### src/rtl/errpc_pkg.sv
package errpc_pkg;

   typedef enum logic [1:0] {
      EXC_OTHER = 2'd0,
      EXC_COLD  = 2'd1,
      EXC_SOFT  = 2'd2,
      EXC_NMI   = 2'd3
   } exc_cls_e;

   function automatic logic is_error_class(exc_cls_e cls);
      return cls != EXC_OTHER;
   endfunction

endpackage

### src/rtl/errpc_strap_latch.sv
module errpc_strap_latch #(
   parameter bit HAS_CMODE = 1'b1
) (
   input  logic clk_i,
   input  logic rst_ni,
   input  logic strap_i,
   output logic cmode_o,
   output logic locked_o
);

   generate
      if (HAS_CMODE) begin : g_latch
         logic cmode_q;
         logic locked_q;

         always_ff @(posedge clk_i or negedge rst_ni) begin
            if (!rst_ni) begin
               cmode_q  <= 1'b0;
               locked_q <= 1'b0;
            end else if (!locked_q) begin
               cmode_q  <= strap_i;
               locked_q <= 1'b1;
            end
         end

         assign cmode_o  = cmode_q;
         assign locked_o = locked_q;
      end else begin : g_none
         logic unused_strap;
         logic unused_clk;
         logic unused_rst;
         assign unused_strap = strap_i;
         assign unused_clk   = clk_i;
         assign unused_rst   = rst_ni;
         assign cmode_o      = 1'b0;
         assign locked_o     = 1'b1;
      end
   endgenerate

endmodule

### src/rtl/errpc_select.sv
module errpc_select #(
   parameter int ADDR_W = 32
) (
   input  logic              cmode_i,
   input  logic              isa16_i,
   input  logic              in_delay_i,
   input  logic              after_ext_i,
   input  logic [ADDR_W-1:0] fault_pc_i,
   input  logic [ADDR_W-1:0] prev_pc_i,
   output logic [ADDR_W-1:0] value_o
);

   localparam int HI = ADDR_W - 1;

   logic mode16;
   logic use_prev;
   logic [HI:1] upper;

   always_comb begin
      mode16   = cmode_i & isa16_i;
      use_prev = in_delay_i | (mode16 & after_ext_i);
      upper    = use_prev ? prev_pc_i[HI:1] : fault_pc_i[HI:1];
      value_o  = {upper, mode16};
   end

   logic unused_lsb;
   assign unused_lsb = fault_pc_i[0] ^ prev_pc_i[0];

endmodule

### src/rtl/errpc_store.sv
module errpc_store #(
   parameter int ADDR_W = 32
) (
   input  logic              clk_i,
   input  logic              rst_ni,
   input  logic              cap_i,
   input  logic [ADDR_W-1:0] cap_val_i,
   input  logic              wr_i,
   input  logic [ADDR_W-1:0] wdata_i,
   input  logic              rd_i,
   output logic [ADDR_W-1:0] epc_o,
   output logic [ADDR_W-1:0] rd_data_o
);

   logic [ADDR_W-1:0] epc_q;
   logic [ADDR_W-1:0] rd_q;
   logic [ADDR_W-1:0] epc_d;

   always_comb begin
      epc_d = epc_q;
      if (cap_i) begin
         epc_d = cap_val_i;
      end else if (wr_i) begin
         epc_d = wdata_i;
      end
   end

   always_ff @(posedge clk_i or negedge rst_ni) begin
      if (!rst_ni) begin
         epc_q <= '0;
         rd_q  <= '0;
      end else begin
         epc_q <= epc_d;
         if (rd_i) begin
            rd_q <= epc_q;
         end
      end
   end

   assign epc_o     = epc_q;
   assign rd_data_o = rd_q;

endmodule

### src/rtl/errpc_capture.sv
module errpc_capture #(
   parameter int ADDR_W    = 32,
   parameter bit HAS_CMODE = 1'b1
) (
   input  logic              clk_i,
   input  logic              rst_ni,
   input  logic              cmode_strap_i,
   input  logic              exc_valid_i,
   input  logic [1:0]        exc_cls_i,
   input  logic [ADDR_W-1:0] fault_pc_i,
   input  logic [ADDR_W-1:0] prev_pc_i,
   input  logic              in_delay_i,
   input  logic              after_ext_i,
   input  logic              isa16_i,
   input  logic              erl_i,
   input  logic              sw_wr_i,
   input  logic [ADDR_W-1:0] sw_wdata_i,
   input  logic              sw_rd_i,
   output logic [ADDR_W-1:0] epc_o,
   output logic [ADDR_W-1:0] rd_data_o
);

   import errpc_pkg::*;

   generate
      if (ADDR_W < 2 || ADDR_W > 64) begin : g_bad_width
         $error("errpc_capture: ADDR_W must be within 2..64");
      end
   endgenerate

   logic              cmode_q;
   logic              cmode_locked;
   logic              cap;
   logic [ADDR_W-1:0] cap_val;
   exc_cls_e          cls;

   assign cls = exc_cls_e'(exc_cls_i);
   assign cap = exc_valid_i & is_error_class(cls) & ~erl_i;

   errpc_strap_latch #(
      .HAS_CMODE (HAS_CMODE)
   ) u_strap (
      .clk_i    (clk_i),
      .rst_ni   (rst_ni),
      .strap_i  (cmode_strap_i),
      .cmode_o  (cmode_q),
      .locked_o (cmode_locked)
   );

   errpc_select #(
      .ADDR_W (ADDR_W)
   ) u_sel (
      .cmode_i     (cmode_q),
      .isa16_i     (isa16_i),
      .in_delay_i  (in_delay_i),
      .after_ext_i (after_ext_i),
      .fault_pc_i  (fault_pc_i),
      .prev_pc_i   (prev_pc_i),
      .value_o     (cap_val)
   );

   errpc_store #(
      .ADDR_W (ADDR_W)
   ) u_store (
      .clk_i     (clk_i),
      .rst_ni    (rst_ni),
      .cap_i     (cap),
      .cap_val_i (cap_val),
      .wr_i      (sw_wr_i),
      .wdata_i   (sw_wdata_i),
      .rd_i      (sw_rd_i),
      .epc_o     (epc_o),
      .rd_data_o (rd_data_o)
   );

endmodule

### config.mk
export PLATFORM = sky130hd
export DESIGN_NAME = errpc_capture
export DESIGN_NICKNAME = d
export VERILOG_FILES = /design/src/rtl/errpc_pkg.sv /design/src/rtl/errpc_strap_latch.sv /design/src/rtl/errpc_select.sv /design/src/rtl/errpc_store.sv /design/src/rtl/errpc_capture.sv
export SDC_FILE = /design/constraint.sdc
export NUM_CORES = 1
export LEC_CHECK = 0
export ABC_CLOCK_PERIOD_IN_PS = 1790
export CORE_MARGIN = 2
export CORE_UTILIZATION = 35
export CTS_CLUSTER_SIZE = 25
export DETAILED_ROUTE_END_ITERATION = 7
export GPL_TIMING_DRIVEN = 1
export PLACE_DENSITY = 0.72
export SETUP_SLACK_MARGIN = 0.3
export SYNTH_ARGS = -nofsm -noshare
export SYNTH_HDL_FRONTEND = slang
export SYNTH_HIERARCHICAL = 1
export SYNTH_SLANG_ARGS = --single-unit
### constraint.sdc
create_clock -name clk_i -period 1.79 [get_ports clk_i]
set_input_delay 0.358 -clock clk_i [delete_from_list [all_inputs] [get_ports clk_i]]
set_output_delay 0.358 -clock clk_i [all_outputs]
set_load 0.05 [all_outputs]
==> run metrics, run 1 <==
Peak VDD IR 482 uV; WL/cell 16.0 um; number of flops mapped to enable cells by yosys 0; Clk Latency, worst-skew pair about 330 ps; Synth cell types 18; HPWL after DPL 5.97 mm; worst-path fanout max 8; fmax 677 MHz; Synth top cells by count dfrtp_1 (66), mux2_4 (33), mux2i_1 (32), nand2_1 (32), mux2_2 (31); routed via count ~2,600; CP required 2000 ps; drt first-iter violations 50; Slew Limit Fails 0; RSZ-0062 raised after global routing yes; Syn Std Cell Area 0.00337 mm^2; Worst Hold Class in2async; Overall Global Routing Usage 0.169; row cnt 35; TritonCTS clock tree yes; Max clock buf depth 2; Startpoint Class flip-flop; cell accounting for the most synthesized area dfrtp_1; yosys warns 6; Area contributors post-synth dfrtp_1 (49%), mux2_4 (15%), mux2_2 (10%); CP endpoint kind flip-flop; Synth Net Count ~360; period utilization 0.826; post-layout util 0.578; FILL cells between 800 and 900; Synth Register Bits 66; worst path arrival time 1690 ps; net total in the final layout 530; Clock transition at path regs 80 ps; # setup viols final 0; Post-Synthesis Cells 250; register area share after synthesis 0.490; Yosys top cell area share 0.490; outcome finished clean; Critical path origin u_strap/cmode_o$_DFFE_PN0N_; # clock sinks 66; most common cell in the synthesized netlist dfrtp_1; maxcap violations 0; CTS Buf Count 9; fraction of layout cells with a size suffix above 1 0.403; main flop type after synthesis dfrtp_1; final wirelength roughly 8.9 mm; worst setup margin 312 ps; worst slack, placed -114 ps; core box area 0.00928 mm^2; pin count of the biggest net entering global routing 67; die area 0.0104 mm^2; top-level I/O count 172; antenna violations before repair 0; register area between 0.0015 and 0.002 mm^2; routed vias/inst approximately 4.7; global-route wire length before repair 13.6 mm; leakage about 2.5 nW; final RePlAce weighted congestion 0.763; min Tclk post-route between 1000 and 1500 ps; Die Wd 102 um; # DRC 0; mean area per synthesized cell 13.5 um^2; PwrDens around 1000 mW/mm^2; Initial Util 0.363; Post-synth ARST share 1.00; clock root cell clkbuf_8; Port Buffers 169; Syn-to-layout area delta 59.4%; TritonRoute pass-1 iters 4; Clock Skew 13.7 ps; vias in the first global route 2,738; multi-input logic area 0.00162 mm^2; WS Path Type reg2reg; Routed Antenna Nets 0; final hold vios 0; antenna cells 0; H-Tree Level Count 3; Die Y just over 100 um; GRT Residual Overflow 0; worst r2r src u_strap/cmode_o$_DFFE_PN0N_
cell families after synthesis:
logic type | share of synthesized area
AOI/OAI and AO/OA | 0.0550
buffers and inverters | 0.0654
DFF | 0.490
muxes | 0.346
other | 0.00111
and+or+nand+nor | 0.0427
worst max-delay path, stage by stage (launching register included):
cell and delay (ps):
dfrtp_1 410, a31oi_4 200, bufbuf_16 310, mux2_2 330, nand2_1 60, o21ai_1 60
report_power, final:
group	internal (mW)	switching [mW]
logic	0.893	1.21
clock network	0.678	0.561
registers	1.72	0.157
total	3.29	1.92
sequential cells by signal, summed over array words and instances (netlist names):
| register | cells |
|---|---|
| u_store/rd_data_o | 32 |
| u_store/epc_o | 32 |
| u_strap/cmode_o | 1 |
| u_strap/locked_o | 1 |
layout by cell type, fill, tap and decap left out, drive strengths merged:
cell type	count
buf	77
dlygate4sd2	3
dfrtp	66
conb	1
clkinv	4
a31oi	1
bufbuf	1
clkbuf	11
bufinv	1
nand2	32
mux2i	32
and2	1
clkdlybuf4s50	99
nor3b	1
mux2	64
nor2	1
o21ai	32
worst paths after layout:
check	endpoint	slack (ps)	cells after the start
worst max register to register	u_store/epc_o[9]$_DFFE_PN0P_	310	5
worst min-delay path	u_store/rd_data_o[21]$_DFFE_PN0P_	30	2
max in group asynchronous	u_store/rd_data_o[5]$_DFFE_PN0P_	1460	2
worst min register to register	u_store/rd_data_o[0]$_DFFE_PN0P_	520	1
min in group clk_i	u_store/rd_data_o[0]$_DFFE_PN0P_	520	1
worst max-delay path	u_store/epc_o[9]$_DFFE_PN0P_	310	5
stage by stage:
stage | power, mW | hold slack, ps | instance area [um^2] | setup TNS, ps | instances
after floorplan | 3.19 | 62.4 | 3370 | 0 | 250
after global placement | 3.91 | 400 | 4970 | -2420 | 536
after detailed placement | 3.93 | 405 | 4970 | -2650 | 536
after CTS | 5.29 | 36.2 | 5350 | 0 | 556
after global routing | 5.46 | 32.9 | 5370 | 0 | 556
final | 5.22 | 26.3 | 5370 | 0 | 556
area by class of cell:
cell class,count,area share
flip-flops and latches,66,0.308
clock inverters,5,0.0100
repair buffers,180,0.324
multi-input cells,165,0.302
clock buffers,11,0.0263
well taps,129,0.0301
per-layer routing:
metal  vias up  part of all wire  track usage
li1       1222                 -            -
met1      1255              0.40        0.201
met2       102              0.51        0.301
met3        11             0.074       0.0438
met4         0             0.010       0.0482
met5         -                 0            0
timing repair:
item,in CTS,in global routing
buffers inserted,2,0
cloned,2,0
hold buffers,0,0
pin swaps,3,5
resized for setup,31,9
setup endpoints to repair,29,31
No activity file was read; power rests on OpenSTA's default activity.
==> run 2, diff against run 1 <==
--- a/config.mk
+++ b/config.mk
@@ -5,7 +5,7 @@
 export SDC_FILE = /design/constraint.sdc
 export NUM_CORES = 1
 export LEC_CHECK = 0
-export ABC_CLOCK_PERIOD_IN_PS = 1790
+export ABC_CLOCK_PERIOD_IN_PS = 1500
 export CORE_MARGIN = 2
 export CORE_UTILIZATION = 35
 export CTS_CLUSTER_SIZE = 25
==> constraint.sdc (replaced) <==
create_clock -name clk_i -period 1.5 [get_ports clk_i]
set_input_delay 0.3 -clock clk_i [delete_from_list [all_inputs] [get_ports clk_i]]
set_output_delay 0.3 -clock clk_i [all_outputs]
set_load 0.05 [all_outputs]
==> run 2 against run 1 <==
  * Sequential share of layout area shrank 6.1 points
  * Non-clock buffer count increased by 60
  * Combinational power increased by 71%
  * Setup slack got worse by 300 ps
  * Highest routed layer unchanged
  * Critical endpoint is now u_store/epc_o[17]$_DFFE_PN0P_
  * Sequential power rose by 26%
  * Count of clock-buffer cells in the layout is 1 lower
==> run metrics, run 2 (synthesis results as in run 1) <==
outcome finished clean; clock root cell clkbuf_8; final RePlAce weighted congestion between 0.7 and 0.8; most frequent cells in the layout clkdlybuf4s50_1 (99), buf_12 (71), dfrtp_1 (65), mux2_4 (62), buf_4 (56); vias in the first global route 2,987; final wirelength roughly 11 mm; die area about 0.010 mm^2; maxcap violations 0; Clk Latency, worst-skew pair 330 ps; fmax roughly 670 MHz; net total in the final layout 590; WS Path Type reg2reg; Routed Antenna Nets 0; # DRC 0; period utilization 0.995; FILL cells about 640; Overall Global Routing Usage 0.200; row cnt 35; most common cell after layout, fill and taps aside clkdlybuf4s50_1; GRT Residual Overflow 0; worst-path fanout max 6; cells on worst reg2reg path 6; PwrDens 1140 mW/mm^2; non-filler cells, final 616; Peak VDD IR 500 uV; endpoint of the worst register-to-register path u_store/epc_o[17]$_DFFE_PN0P_; routed via count approximately 2,900; antenna cells 0; worst path arrival time 1700 ps; H-Tree Level Count 3; CP endpoint kind flip-flop; Worst Hold Class in2async; Clock transition at path regs 80 ps; Initial Util 0.363; Max clock buf depth 2; CP required ~1700 ps; CTS Buf Count 9; antenna violations before repair 0; pin count of the biggest net entering global routing 67; min Tclk post-route 1490 ps; Slew Limit Fails 0; Port Buffers 169; placed insts approximately 540; TritonCTS clock tree yes; Startpoint Class flip-flop; Die Y 102 um; Syn-to-layout area delta 99.3%; RSZ-0062 raised after global routing yes; # clock sinks 66; # setup viols final 0; routed vias/inst roughly 4.6; R2R setup slack 7 ps; Die Wd 102 um; core box area 0.00928 mm^2; WL/cell 17.2 um; leakage 3.13 nW; worst r2r src u_strap/cmode_o$_DFFE_PN0N_; drt first-iter violations a little over 70; Design Power 7.66 mW; top-level I/O count 172; TritonRoute pass-1 iters 4; global-route wire length before repair 15.8 mm; Clock Skew 7.87 ps; fraction of layout cells with a size suffix above 1 0.478; final hold vios 0; HPWL after DPL 6.62 mm
[run 2: cell count changes in the layout (fill, tap and decap cells not counted), sizes merged]
cell / change
buf: +58
bufinv: +1
clkinv: -1
clkinvlp: +1
dlygate4sd3: +1
[run 2: metal layers]
metal  global-route usage  part of all wire  up-vias
li1                     -                 -     1343
met1                0.250              0.40     1393
met2                0.351              0.53       99
met3               0.0342             0.048       15
met4               0.0677             0.016        0
met5                    0                 0        -
[run 2: critical path, cell delays in order, from the launching register on]
cell and delay, ps:
dfrtp_1 420, a31oi_4 200, buf_6 160, buf_12 150, mux2_4 310, nand2_1 70, o21ai_1 60
[run 2: worst max path at each step]
stage,endpoint,cells past startpoint,from
finish,u_store/epc_o[17]$_DFFE_PN0P_,6,u_strap/cmode_o$_DFFE_PN0N_
CTS,u_store/epc_o[20]$_DFFE_PN0P_,6,u_strap/cmode_o$_DFFE_PN0N_
detailed placement,u_store/epc_o[10]$_DFFE_PN0P_,6,isa16_i
floorplan,u_store/epc_o[10]$_DFFE_PN0P_,5,u_strap/cmode_o$_DFFE_PN0N_
global route,u_store/epc_o[14]$_DFFE_PN0P_,6,u_strap/cmode_o$_DFFE_PN0N_
global placement,u_store/epc_o[31]$_DFFE_PN0P_,6,after_ext_i
[run 2: cell type report]
type	count	area [um^2]	share of cell area
Tap cell	129	161	0.0240
Timing Repair Buffer	240	3030	0.451
Multi-Input combinational cell	165	1640	0.245
Sequential cell	66	1650	0.246
Clock buffer	10	138	0.0205
Clock inverter	6	90.1	0.0134
[run 2: through the flow]
| stage | util | setup TNS [ps] | worst slack [ps] | hold WS [ps] | instance area [um^2] |
|---|---|---|---|---|---|
| floorplan | - | 0 | 180 | 4.41 | 3420 |
| global placement | 0.625 | -8940 | -308 | 348 | 5800 |
| detailed placement | 0.625 | -10540 | -364 | 346 | 5800 |
| CTS | 0.698 | 0 | 57.7 | 513 | 6480 |
| global route | 0.723 | -730 | -63.4 | 528 | 6720 |
| finish | 0.723 | 0 | 7.49 | 502 | 6720 |
[run 2: timing repair]
item | CTS | global route
hold endpoints to repair | 60 | 0
hold buffers | 1 | 0
resized for setup | 14 | 28
buffers inserted | 43 | 16
pin swaps | 2 | 2
endpoints found under the setup margin | 96 | 96
gates cloned | 3 | 1
[run 2: power breakdown]
part	switching, mW	internal, mW	leakage [nW]
Sequential	0.311	2.05	0.790
Clock	0.707	0.984	0.112
Combinational	1.58	2.02	2.23
Total	2.60	5.06	3.13
==> run 3, diff against run 2 <==
--- a/config.mk
+++ b/config.mk
@@ -13,6 +13,7 @@
 export GPL_TIMING_DRIVEN = 1
 export PLACE_DENSITY = 0.72
 export SETUP_SLACK_MARGIN = 0.3
+export SLEW_MARGIN = 20
 export SYNTH_ARGS = -nofsm -noshare
 export SYNTH_HDL_FRONTEND = slang
 export SYNTH_HIERARCHICAL = 1
==> results of run 3 <==
Same layout as run 2: the final DEF is identical, and so are final timing and power.
